[config.mk]
export PLATFORM = sky130hd
export DESIGN_NAME = ipl_sampler
export DESIGN_NICKNAME = d
export VERILOG_FILES = /design/src/rtl/ipl_pkg.sv /design/src/rtl/ipl_skew.sv /design/src/rtl/ipl_track.sv /design/src/rtl/ipl_grab.sv /design/src/rtl/ipl_sampler.sv
export SDC_FILE = /design/constraint.sdc
export NUM_CORES = 1
export LEC_CHECK = 0
export ABC_AREA = 1
export BUFFER_PORTS_ARGS = -buffer_cell sky130_fd_sc_hd__buf_2
export CAP_MARGIN = 20
export CELL_PAD_IN_SITES_DETAIL_PLACEMENT = 1
export CELL_PAD_IN_SITES_GLOBAL_PLACEMENT = 1
export CORE_MARGIN = 2
export CORE_UTILIZATION = 45
export CTS_CLUSTER_DIAMETER = 80
export CTS_CLUSTER_SIZE = 28
export DETAILED_ROUTE_END_ITERATION = 8
export MAX_ROUTING_LAYER = met4
export PLACE_DENSITY_LB_ADDON = 0.3
export SLEW_MARGIN = 30
export SYNTH_ARGS = -nofsm -noshare
export SYNTH_HDL_FRONTEND = slang
export SYNTH_SLANG_ARGS = --single-unit
[constraint.sdc]
create_clock -name clk_i -period 3.5 [get_ports clk_i]
set_clock_uncertainty 0.1 [all_clocks]
set_input_delay 0.7 -clock clk_i [delete_from_list [all_inputs] [get_ports clk_i]]
set_output_delay 0.7 -clock clk_i [all_outputs]
set_load 0.03 [all_outputs]
[src/rtl/ipl_pkg.sv]
package ipl_pkg;
  localparam int LVL_W = 3;
  typedef logic [LVL_W-1:0] lvl_t;

  // level pair as seen by a sample
  typedef struct packed {
    lvl_t cur;
    logic cur_long;
    lvl_t prev;
    logic prev_short;
  } view_t;
endpackage

[src/rtl/ipl_skew.sv]
module ipl_skew
  import ipl_pkg::*;
(
  input  logic clk_i,
  input  logic rst_ni,
  input  lvl_t ipl_i,
  input  lvl_t cur_lvl_i,
  output logic apl_v_o,
  output lvl_t apl_lvl_o
);
  logic hold_v_q;
  lvl_t hold_q;
  logic diff, fall;

  assign diff = (ipl_i != cur_lvl_i);
  assign fall = |(cur_lvl_i & ~ipl_i);

  assign apl_v_o   = hold_v_q | (diff & ~fall);
  assign apl_lvl_o = hold_v_q ? hold_q : ipl_i;

  always_ff @(posedge clk_i or negedge rst_ni) begin
    if (!rst_ni) begin
      hold_v_q <= 1'b0;
      hold_q   <= '0;
    end else begin
      hold_v_q <= ~hold_v_q & diff & fall;
      if (~hold_v_q & diff & fall) hold_q <= ipl_i;
    end
  end


  rise_now_chk: assert property (@(posedge clk_i) disable iff (!rst_ni)
    (cur_lvl_i != $past(cur_lvl_i) && ($past(cur_lvl_i) & ~cur_lvl_i) == '0)
      |-> cur_lvl_i == $past(ipl_i));

  fall_lag_chk: assert property (@(posedge clk_i) disable iff (!rst_ni)
    (cur_lvl_i != $past(cur_lvl_i) && ($past(cur_lvl_i) & ~cur_lvl_i) != '0)
      |-> cur_lvl_i == $past(ipl_i, 2));
endmodule

[src/rtl/ipl_track.sv]
module ipl_track
  import ipl_pkg::*;
#(
  parameter int CNT_W     = 16,
  parameter int SHORT_DLY = 2,
  parameter int LONG_DLY  = 4
) (
  input  logic             clk_i,
  input  logic             rst_ni,
  input  logic             apl_v_i,
  input  lvl_t             apl_lvl_i,
  input  logic             view_nxt_i,
  output lvl_t             cur_lvl_o,
  output logic [CNT_W-1:0] cyc_o,
  output view_t            view_o
);
  localparam logic [CNT_W-1:0] SHORT_C = CNT_W'(SHORT_DLY);
  localparam logic [CNT_W-1:0] LONG_C  = CNT_W'(LONG_DLY);

  logic [CNT_W-1:0] cyc_q, cur_ts_q, prev_ts_q, cur_age, prev_age;
  lvl_t cur_q, prev_q;
  logic cur_old_q, prev_old_q;
  logic cur_long, prev_long;

  // wrap-safe ages; sticky bits keep a settled level settled past a wrap
  assign cur_age   = cyc_q - cur_ts_q;
  assign prev_age  = cyc_q - prev_ts_q;
  assign cur_long  = cur_old_q  | (cur_age  >= LONG_C);
  assign prev_long = prev_old_q | (prev_age >= LONG_C);

  always_ff @(posedge clk_i or negedge rst_ni) begin
    if (!rst_ni) begin
      cyc_q      <= '0;
      cur_q      <= '0;
      prev_q     <= '0;
      cur_ts_q   <= '0;
      prev_ts_q  <= '0;
      cur_old_q  <= 1'b0;
      prev_old_q <= 1'b0;
    end else begin
      cyc_q <= cyc_q + 1'b1;
      if (apl_v_i) begin
        prev_q     <= cur_q;
        prev_ts_q  <= cur_ts_q;
        prev_old_q <= cur_long;
        cur_q      <= apl_lvl_i;
        cur_ts_q   <= cyc_q;
        cur_old_q  <= 1'b0;
      end else begin
        cur_old_q  <= cur_long;
        prev_old_q <= prev_long;
      end
    end
  end

  always_comb begin
    if (view_nxt_i) begin
      view_o.cur        = apl_lvl_i;
      view_o.cur_long   = 1'b0;
      view_o.prev       = cur_q;
      view_o.prev_short = cur_old_q | (cur_age >= SHORT_C);
    end else begin
      view_o.cur        = cur_q;
      view_o.cur_long   = cur_long;
      view_o.prev       = prev_q;
      view_o.prev_short = prev_old_q | (prev_age >= SHORT_C);
    end
  end

  assign cur_lvl_o = cur_q;
  assign cyc_o     = cyc_q;
endmodule

[src/rtl/ipl_grab.sv]
module ipl_grab
  import ipl_pkg::*;
#(
  parameter int CNT_W     = 16,
  parameter int SHORT_DLY = 2
) (
  input  logic             clk_i,
  input  logic             rst_ni,
  input  logic             smp_i,
  input  logic             smp_next_i,
  input  logic             mcyc_i,
  input  logic [CNT_W-1:0] cyc_i,
  input  logic             apl_v_i,
  input  lvl_t             apl_lvl_i,
  input  view_t            view_i,
  output logic             pre_hit_o,
  output logic             take_o,
  output lvl_t             lat_o,
  output lvl_t             stg_o
);
  localparam logic [CNT_W-1:0] SHORT_C = CNT_W'(SHORT_DLY);

  logic             arm_q, arm_nxt_q;
  logic [CNT_W-1:0] arm_ts_q, arm_age;
  lvl_t             lat_q, stg_q, v_cur;
  logic             nxt_mode;

  assign arm_age   = cyc_i - arm_ts_q;
  assign pre_hit_o = arm_q & apl_v_i & (apl_lvl_i != '0) & (arm_age == SHORT_C);
  assign take_o    = smp_i | pre_hit_o;
  assign nxt_mode  = pre_hit_o ? arm_nxt_q : smp_next_i;
  assign v_cur     = view_i.cur;

  always_ff @(posedge clk_i or negedge rst_ni) begin
    if (!rst_ni) begin
      arm_q     <= 1'b0;
      arm_nxt_q <= 1'b0;
      arm_ts_q  <= '0;
    end else if (mcyc_i) begin
      arm_q     <= 1'b1;
      arm_nxt_q <= smp_next_i;
      arm_ts_q  <= cyc_i;
    end else if (arm_q && arm_age >= SHORT_C) begin
      arm_q     <= 1'b0;
    end
  end

  always_ff @(posedge clk_i or negedge rst_ni) begin
    if (!rst_ni) begin
      lat_q <= '0;
      stg_q <= '0;
    end else if (take_o) begin
      if (!nxt_mode || view_i.cur_long) begin
        lat_q <= view_i.cur;
        stg_q <= '0;
      end else if (view_i.prev_short) begin
        lat_q <= view_i.prev;
        stg_q <= '0;
      end else begin
        stg_q <= view_i.cur;
      end
    end
  end

  assign lat_o = lat_q;
  assign stg_o = stg_q;


  now_load_chk: assert property (@(posedge clk_i) disable iff (!rst_ni)
    (smp_i && !smp_next_i && !pre_hit_o) |=> (lat_q == $past(v_cur) && stg_q == '0));

  stage_only_chk: assert property (@(posedge clk_i) disable iff (!rst_ni)
    (stg_q != $past(stg_q) && stg_q != '0) |-> $stable(lat_q));
endmodule

[src/rtl/ipl_sampler.sv]
module ipl_sampler
  import ipl_pkg::*;
#(
  parameter int CNT_W     = 16,
  parameter int SHORT_DLY = 2,
  parameter int LONG_DLY  = 4,
  parameter int SR_W      = 16,
  parameter int MASK_LSB  = 8,
  parameter int MASK_RST  = 7
) (
  input  logic            clk_i,
  input  logic            rst_ni,
  input  logic [2:0]      ipl_i,
  input  logic            smp_i,
  input  logic            smp_next_i,
  input  logic            mcyc_i,
  input  logic            sr_we_i,
  input  logic [SR_W-1:0] sr_wdata_i,
  output logic            irq_pend_o,
  output logic [2:0]      lat_lvl_o,
  output logic [2:0]      stg_lvl_o
);
  logic             apl_v, pre_hit, take;
  lvl_t             apl_lvl, cur_lvl, lat, stg, mask_q, new_mask;
  logic [CNT_W-1:0] cyc;
  view_t            view;
  logic             boost_q, wr_chg, boost_set;
  logic             unused_sr;

  ipl_skew u_skew (
    .clk_i, .rst_ni, .ipl_i, .cur_lvl_i(cur_lvl),
    .apl_v_o(apl_v), .apl_lvl_o(apl_lvl)
  );

  ipl_track #(.CNT_W(CNT_W), .SHORT_DLY(SHORT_DLY), .LONG_DLY(LONG_DLY)) u_track (
    .clk_i, .rst_ni, .apl_v_i(apl_v), .apl_lvl_i(apl_lvl), .view_nxt_i(pre_hit),
    .cur_lvl_o(cur_lvl), .cyc_o(cyc), .view_o(view)
  );

  ipl_grab #(.CNT_W(CNT_W), .SHORT_DLY(SHORT_DLY)) u_grab (
    .clk_i, .rst_ni, .smp_i, .smp_next_i, .mcyc_i, .cyc_i(cyc),
    .apl_v_i(apl_v), .apl_lvl_i(apl_lvl), .view_i(view),
    .pre_hit_o(pre_hit), .take_o(take), .lat_o(lat), .stg_o(stg)
  );

  assign unused_sr = ^sr_wdata_i;
  assign new_mask  = sr_wdata_i[MASK_LSB +: LVL_W];
  assign wr_chg    = sr_we_i & (new_mask != mask_q);
  assign boost_set = wr_chg & (lat <= mask_q) & (cur_lvl > new_mask);

  always_ff @(posedge clk_i or negedge rst_ni) begin
    if (!rst_ni) begin
      mask_q  <= LVL_W'(MASK_RST);
      boost_q <= 1'b0;
    end else begin
      if (wr_chg) mask_q <= new_mask;
      if (boost_set)  boost_q <= 1'b1;
      else if (take)  boost_q <= 1'b0;
    end
  end

  assign irq_pend_o = (lat > mask_q) | boost_q;
  assign lat_lvl_o  = lat;
  assign stg_lvl_o  = stg;


  mask_hold_chk: assert property (@(posedge clk_i) disable iff (!rst_ni)
    !sr_we_i |=> $stable(mask_q));

  boost_src_chk: assert property (@(posedge clk_i) disable iff (!rst_ni)
    $rose(boost_q) |-> $past(sr_we_i));
endmodule

---- Word-level counts from Yosys, hierarchy flattened ----
Index checks and enable logic that the tools add are counted.
word-level totals
  flip-flop bits (word level) ............. 88
  input port bits ......................... 25
  output and inout port bits .............. 7
  word-level logic and storage cells ...... 73
operators by class
  add/sub/neg operators ................... 4
  magnitude comparators ................... 8
  eq/ne operators ......................... 3
  muxes and demuxes ....................... 13
  bitwise logic cells ..................... 20
  reduce and logical (&&, ||, !) cells .... 9
operators by type and width
  operator                 number
  $ge A16 B2 Y1 const B    3
  $sub A16 B16 Y16         3
  $ge A16 B3 Y1 const B    2
  $add A16 B1 Y16 const B  1
  $eq A16 B2 Y1 const B    1
  $mux W3                  5
  $and A1 B1 Y1            9
  $mux W8                  1
  $mux W1                  7
  $or A1 B1 Y1             7
  $gt A3 B3 Y1             2
  $ne A3 B3 Y1             2
  $reduce_bool A2 Y1       3
  $and A3 B3 Y3            1
  $le A3 B3 Y1             1
  $not A3 Y3               1
  $reduce_bool A3 Y1       1
  $reduce_or A3 Y1         1
  $not A1 Y1               2
  $reduce_and A2 Y1        1
  $logic_and A1 B1 Y1      1
  $logic_not A1 Y1         1
  $logic_or A1 B1 Y1       1

---- Logic depth before layout (Yosys ltp) ----
Gate-level depths: netlist (run 1).
  depth in word-level cells ............... 14
  gate-level depth with buffers ........... 23
  depth with buffers taken out ............ 23

---- Cells and area by module ----
Synthesis (run 1) repeated with hierarchy kept, for this count alone.
unflattened totals
  cell total of the unflattened synthesis .. 1103
  area, all modules ....................... 7310.8 sq um
modules (own cells, without submodules)
  module       instances  cells an instance  area an instance (sq um)  sequential area each (sq um)
  ipl_track    1          665                4418.0                    1401.3
  ipl_grab     1          353                2248.4                    600.6
  ipl_sampler  1          51                 360.3                     103.8
  ipl_skew     1          34                 284.0                     100.1

---- Least setup slack after synthesis (run 1) ----
OpenSTA, ideal clock, no wires.
  path kind ............................... reg2reg
  start ................................... register u_track.cyc_q[0], in the netlist u_track.cyc_o[0]
  end ..................................... register u_grab.lat_q[1], in the netlist u_grab.lat_o[1]
  library setup time ...................... 0.117 ns
  data arrival time ....................... 2.451 ns
  required time ........................... 3.283 ns
  path slack .............................. 0.833 ns
  stages on the path, launching flop included .. 22
  path buffers ............................ 0
  period minus slack after synthesis ...... 2.667 ns
  cells stage by stage .................... dfrtp_1 > inv_1 > ha_1 > fa_1 > inv_1 > nand3_1 > nand2_2 > nand2_1 > nand2_1 > nand2_1 > nand2_1 > nand2_1 > nor2_1 > nand2_2 > nor2_4 > nand3_2 > nand2_1 > nand2_2 > nor2_2 > nor2_2 > nand2_1 > nand2_1
between the ends
  longest elaborated chain between the ends .. 8
  elaborated cells on any way between the ends .. 20
  those cells by class .................... add/sub: 3; order compare: 3; eq/ne: 1; mux: 4; bitwise: 5; reduce/logical: 4
RTL lines
  element                                                   line             RTL
  start: declaration                                        ipl_track.sv:20  logic [CNT_W-1:0] cyc_q, cur_ts_q, prev_ts_q, cur_age, prev_age;
  start signal: assignment                                  ipl_track.sv:41  cyc_q <= cyc_q + 1'b1;
  branches (longest 8 deep; another with $sub A16 B16 Y16)  -
  end signal: assignment                                    ipl_grab.sv:54   lat_q <= view_i.cur;
  end signal: assignment                                    ipl_grab.sv:57   lat_q <= view_i.prev;
  end: declaration                                          ipl_grab.sv:25   lvl_t lat_q, stg_q, v_cur;
Parallel ways; which one is timed is not known. The select of a mux whose other input is x is not followed.
A chain may end at the register's enable or synchronous reset.

---- Worst setup path in the final report (run 1) ----
  start ................................... register u_track.cyc_q[2], in the netlist u_track.cyc_o[2]
  end ..................................... register u_grab.lat_q[2], in the netlist u_grab.lat_o[2]
The elaborated chain is that of the path after synthesis.

==> impl_metrics.py, run 1 <==
metrics = {
    "cts": {
        "clock_latency_ns": 0.36,
        "cts_buffer_depth": 2,
        "postCtsHoldBufs": 0,
        "clkTransAtPathRegs_ns": 0.07,
        "cts_root_buf": "clkbuf_16",
        "cts_tree": "yes",
        "cts_num_sinks": 88,
        "numCtsBuffers": 9,
        "cts_htree_levels": 3,
    },
    "setup_path": {
        "cp_slowest_stage_delay_ns": 0.49,
        "end_kind": "flip-flop",
        "crit_slowest_cell": "dfrtp_1",
        "start_kind": "flip-flop",
        "regToRegSetupSlack_ns": 0.26,
        "crit_fanout": 8,
        "cp.arrival_ns": 3.44,
        "crit_path_cell_trace": "ha_1 > a21oi_1 > nand2_1 > nand2_1 > nand2_1 > nand3_1 > nand3_1 > nand2_1 > nand2_1 > nor2_1 > nand4_1 > nand2_4 > nand2_2 > o21ai_2 > nand2_1 > nand2_1",
        "rr_worst_depth": 16,
        "rr_endpoint": "u_grab.lat_o[2]",
        "path_class": "reg2reg",
        "required_ns": 3.70,
        "path_common_cell": "nand2_1",
        "reg2reg_from": "u_track.cyc_o[2]",
    },
    "synth": {
        "synth_ff_type": "dfrtp_1",
        "ys_types": 38,
        "synth_seq_cells": 88,
        "syn_area_per_cell_um2": 6.63,
        "synth_edf_count": 0,
        "syn_area_um2": 7140,
        "yosysWarningCount": 0,
        "synthCells": 1077,
        "synth_top_area_cell": "dfrtp_1",
        "synth-seq-area-share_pct": 30.9,
        "yosys-top-cells-area": "dfrtp_1, nand2_1, inv_1",
        "synth_top_area_share_pct": 29.8,
        "synth_fp_nets": 1160,
        "postSynth.asyncResetShare_pct": 100,
    },
    "route": {
        "wirelength_um": 20300,
        "viasPerCell": 5.13,
        "route.vias.total": 6777,
        "routedWlPerCell_um": 15.4,
        "ant_nets": 0,
        "first_pass_iters": 6,
        "drtIter0Drc": 297,
        "drc_errors": 0,
    },
    "final_layout": {
        "seq_area_um2": 2210,
        "utilization_pct": 49.8,
        "multi_input_area_um2": 4110,
        "final_common_cell": "nand2_1",
        "final_cell_mix": "nand2_1, inv_1, dfrtp_1, o21ai_0, nand3_1",
        "num-nets-final": 1184,
        "syn2layout_area_growth_pct": 9.57,
        "layout.cells.non_filler": 1322,
        "num-fill-cells": 2131,
        "n_antenna_cell": 0,
        "drive_gt1_share_pct": 8.14,
    },
    "placed_design": {
        "hpwl_um": 16300,
        "gp_congestion": 0.902,
        "portBuffers": 18,
        "post-place-cells": 1305,
        "place_ws_ns": 0.276,
    },
    "floorplan": {
        "start_util_pct": 45.4,
        "ios": 32,
        "std_cell_rows": 46,
        "coreArea_um2": 15700,
        "die_area_um2": 16900,
        "fp.dieW_um": 130,
        "die_y_um": 130,
    },
    "global_route": {
        "grt.overflow.total": 0,
        "grt_util_all_layers_pct": 26.5,
        "grt_pass1_wl_um": 34100,
        "grt_pass1_vias": 7178,
        "grt_max_degree": 73,
        "antenna_found_initial": 0,
    },
    "sta": {
        "timing.final.crit_share_pct": 92.6,
        "maxSlewHeadroom_pct": 57.9,
        "holdWs_ns": 0.255,
        "slew_violations": 0,
        "fin_crit_ns": 3.24,
        "tightest_slew_ns": 0.631,
        "fmax_mhz": 308,
        "setup_viol": 0,
        "finalHoldViolations": 0,
        "setup_ws_ns": 0.258,
    },
    "outcome": {
        "status": "complete, no violations",
    },
    "pwr": {
        "ir_drop_mv": 0.311,
        "power.share.clock_pct": 23.5,
        "power_frac_seq_pct": 29.2,
        "switching_share_pct": 45.3,
        "p_sw_mw": 1.99,
        "power.internal_mw": 2.41,
        "p_leak_nw": 4.39,
        "pwr_density_cell_nw_per_um2": 563,
        "p_total_mw": 4.40,
        "power_frac_comb_pct": 47.3,
    },
    "job": {
        "cap_violations": 0,
    },
    "min_path": {
        "hp-class": "in2async",
    },
}
## sequential cells by signal (all words and copies together) (netlist names), 3 cells and up
signal / flops
u_track.cur_lvl_o: 3
u_skew.hold_q: 3
u_grab.arm_ts_q: 16
u_track.prev_ts_q: 16
u_track.prev_q: 3
mask_q: 3
u_track.cyc_o: 16
u_grab.lat_o: 3
u_track.cur_ts_q: 16
u_grab.stg_o: 3
## repair_timing
item                       CTS  global route
setup endpoints to repair    0             6
hold endpoints to repair     0             0
resized for setup            0             2
setup buffers                0             1
## routing by layer
metal  global-route usage, %  vias to the layer above  part of all wire (%)
li1                        -                     3426                     -
met1                    32.5                     3250                    46
met2                    45.2                       70                    50
met3                    4.55                       31                   2.5
met4                    7.59                        0                   2.0
met5                       -                        -                     0
## worst max path at each step
stage | depth (start not counted) | startpoint | endpoint | slack, ns
floorplan | 21 | u_track.cyc_o[0] | u_grab.lat_o[1] | 0.83
global placement | 21 | u_track.cyc_o[1] | u_grab.lat_o[0] | 0.37
detailed placement | 21 | u_track.cyc_o[1] | u_grab.lat_o[0] | 0.28
CTS | 21 | u_track.cyc_o[1] | u_grab.lat_o[0] | 0.20
global route | 20 | u_track.cyc_o[0] | u_grab.lat_o[0] | -0.01
finish | 16 | u_track.cyc_o[2] | u_grab.lat_o[2] | 0.26
## critical path, delay by kind of cell, from the launching register on
family / cells / cell delay [ns]
adders and majority gates: 1 / 0.43
AOI/OAI and AO/OA: 2 / 0.47
and+or+nand+nor: 13 / 1.69
DFF: 1 / 0.49
## per-stage QoR
step / TNS [ns] / cell area, µm²
after global routing: -0.0158 / 7820
after detailed placement: 0 / 7500
after CTS: 0 / 7810
final: 0 / 7820
after global placement: 0 / 7500
after floorplan: 0 / 7140
## synth_stat cells (8+ instances only)
cell type,count
nand4_1,19
inv_1,200
nand3b_1,15
clkbuf_1,8
nand2_2,17
nand3_1,70
nor2_1,63
a21oi_1,32
o21ai_0,71
xor2_1,22
dfrtp_1,85
nor3_1,12
nand2_1,349
ha_1,55
## cell type report
class	count	area share, %
Clock inverter	7	1.10
Inverter	205	9.84
Multi-Input combinational cell	771	52.6
Timing Repair Buffer	26	1.95
Tap cell	216	3.46
Clock buffer	9	2.88
Sequential cell	88	28.2
## power groups by stage
stage               registers (mW)  clock network, mW  logic (mW)
floorplan                     1.30                  0        1.51
global placement              1.29                  0        1.98
detailed placement            1.30                  0        2.06
CTS                           1.28               1.06        2.09
global route                  1.31               1.10        2.40
finish                        1.28               1.04        2.08
## logic make-up (layout without fill, tap and decap cells)
kind of cell	after synthesis	count (layout)	synth area share [%]
buffers and inverters	218	247	11.6
DFF	88	88	30.9
adders and majority gates	58	58	10.5
xor gates and xnor gates	27	27	3.31
AOI/OAI and AO/OA	119	119	9.03
and+or+nand+nor	567	567	34.7
(Power assumes the default switching activity.)
==> inputs of run 2 (changes only) <==
GPL_TIMING_DRIVEN = 0   (was not set)
==> impl_metrics.py, run 2 (synthesis gave the netlist of run 1 again) <==
metrics = {
    "final_layout": {
        "num-fill-cells": 2139,
        "syn2layout_area_growth_pct": 9.66,
        "n_antenna_cell": 0,
        "num-nets-final": 1189,
        "final_common_cell": "nand2_1",
        "final_cell_mix": "nand2_1, inv_1, dfrtp_1, o21ai_0, nand3_1",
        "drive_gt1_share_pct": 7.65,
    },
    "route": {
        "drtIter0Drc": 323,
        "route.vias.total": 6797,
        "ant_nets": 0,
        "routedWlPerCell_um": 15.5,
        "wirelength_um": 20600,
        "drc_errors": 0,
        "viasPerCell": 5.12,
        "first_pass_iters": 4,
    },
    "setup_path": {
        "cpLargestDelayFamily": "simple AND/OR/NAND/NOR gates",
        "regToRegSetupSlack_ns": 0.30,
        "crit_fanout": 8,
        "required_ns": 3.70,
        "path_class": "reg2reg",
        "cp_slowest_stage_delay_ns": 0.52,
        "reg2reg_from": "u_track.cyc_o[1]",
        "path_common_cell": "nand2_1",
        "cp-endpoint": "u_grab.lat_o[1]",
        "crit_slowest_cell": "fa_1",
        "cp.arrival_ns": 3.40,
        "cp_num_cells": 19,
        "rr_endpoint": "u_grab.lat_o[1]",
        "start_kind": "flip-flop",
        "cp_num_buf_inv": 2,
        "cp-startpoint": "u_track.cyc_o[1]",
        "end_kind": "flip-flop",
        "rr_worst_depth": 19,
        "crit_path_cell_trace": "inv_1 > fa_1 > inv_1 > nand3_1 > nand2_2 > nand2_1 > nand2_1 > nand2_1 > nand2_1 > nand2_1 > nor2_1 > nand2_2 > nor2_4 > nand4_1 > nand2_2 > nand2_2 > o21ai_2 > nand2_1 > nand2_1",
    },
    "global_route": {
        "grt.overflow.total": 0,
        "grt_pass1_vias": 6956,
        "grt_pass1_wl_um": 34300,
        "grt_util_all_layers_pct": 26.8,
        "use_met3_pct": 3.90,
        "grt_use_met1_pct": 35.3,
        "antenna_found_initial": 0,
        "use_met2_pct": 43.5,
        "busiest_layer": "met2",
        "grt_max_degree": 65,
    },
    "floorplan": {
        "coreArea_um2": 15700,
        "fp.dieW_um": 130,
        "ios": 32,
        "die_area_um2": 16900,
        "std_cell_rows": 46,
        "start_util_pct": 45.4,
        "die_y_um": 130,
    },
    "min_path": {
        "hp-class": "in2async",
    },
    "sta": {
        "setup_tns_ns": 0,
        "finalHoldViolations": 0,
        "slew_violations": 0,
        "tightest_slew_ns": 0.654,
        "maxSlewHeadroom_pct": 55.9,
        "fin_crit_ns": 3.20,
        "timing.final.crit_share_pct": 91.5,
        "rsz0062_at_grt": "false",
        "fmax_mhz": 312,
        "setup_viol": 0,
        "holdWs_ns": 0.0999,
    },
    "cts": {
        "cts_num_sinks": 88,
        "clock_latency_ns": 0.36,
        "cts_htree_levels": 3,
        "cts_root_buf": "clkbuf_16",
        "cts_buffer_depth": 2,
        "postCtsHoldBufs": 0,
        "cts_tree": "yes",
        "postCtsSetupRepairBufs": 0,
        "clkTransAtPathRegs_ns": 0.07,
        "numCtsBuffers": 9,
    },
    "job": {
        "cap_violations": 0,
    },
    "pwr": {
        "pwr_density_cell_nw_per_um2": 564,
        "ir_drop_mv": 0.270,
        "p_leak_nw": 4.36,
    },
    "placed_design": {
        "portBuffers": 17,
        "hpwl_um": 16600,
        "gp_congestion": 0.845,
    },
    "outcome": {
        "status": "complete, no violations",
    },
}
==> run 2: repair_timing <==
action | 4_1_cts | 5_1_grt
endpoints found under the setup margin | 0 | 7
gates resized for setup | 0 | 2
endpoints found under the hold margin | 0 | 0
==> run 2: worst min path at each step <==
stage | end
floorplan | boost_q
global placement | u_track.prev_ts_q[8]
detailed placement | u_grab.stg_o[2]
CTS | u_grab.arm_ts_q[4]
global route | u_grab.arm_ts_q[4]
finish | u_grab.arm_ts_q[4]
==> run 2: through the flow <==
stage | utilization, % | worst slack (ns) | instances | instance area (µm²) | power (mW)
floorplan | - | 0.833 | 1077 | 7140 | 2.81
global route | 49.8 | 0.0176 | 1327 | 7830 | 4.80
CTS | 49.8 | 0.115 | 1327 | 7830 | 4.43
finish | 49.8 | 0.296 | 1327 | 7830 | 4.42
detailed placement | 47.9 | 0.213 | 1311 | 7530 | 3.43
global placement | 47.7 | 0.306 | 1310 | 7490 | 3.34
==> run 2: layer usage <==
metal / wire length, µm / share of wire, %
met4: 435 / 2.1
met3: 566 / 2.7
met2: 9600 / 47
met1: 10000 / 49
met5: 0 / 0
==> run 2: power breakdown <==
group / switching (mW) / internal, mW / leakage (nW)
logic: 1.47 / 0.670 / 3.08
clock network: 0.477 / 0.504 / 0.147
registers: 0.115 / 1.18 / 1.13
==> run 2: layout make-up <==
cell class              instances  area, µm²  area share [%]
plain buffers                  13       57.6           0.735
clock buffers                   9        225            2.88
clock inverters                 7       73.8           0.943
inverters                     205        769            9.83
multi-input cells             771       4110            52.4
flip-flops and latches         88       2210            28.2
well taps                     216        270            3.45
repair buffers                 18        119            1.52
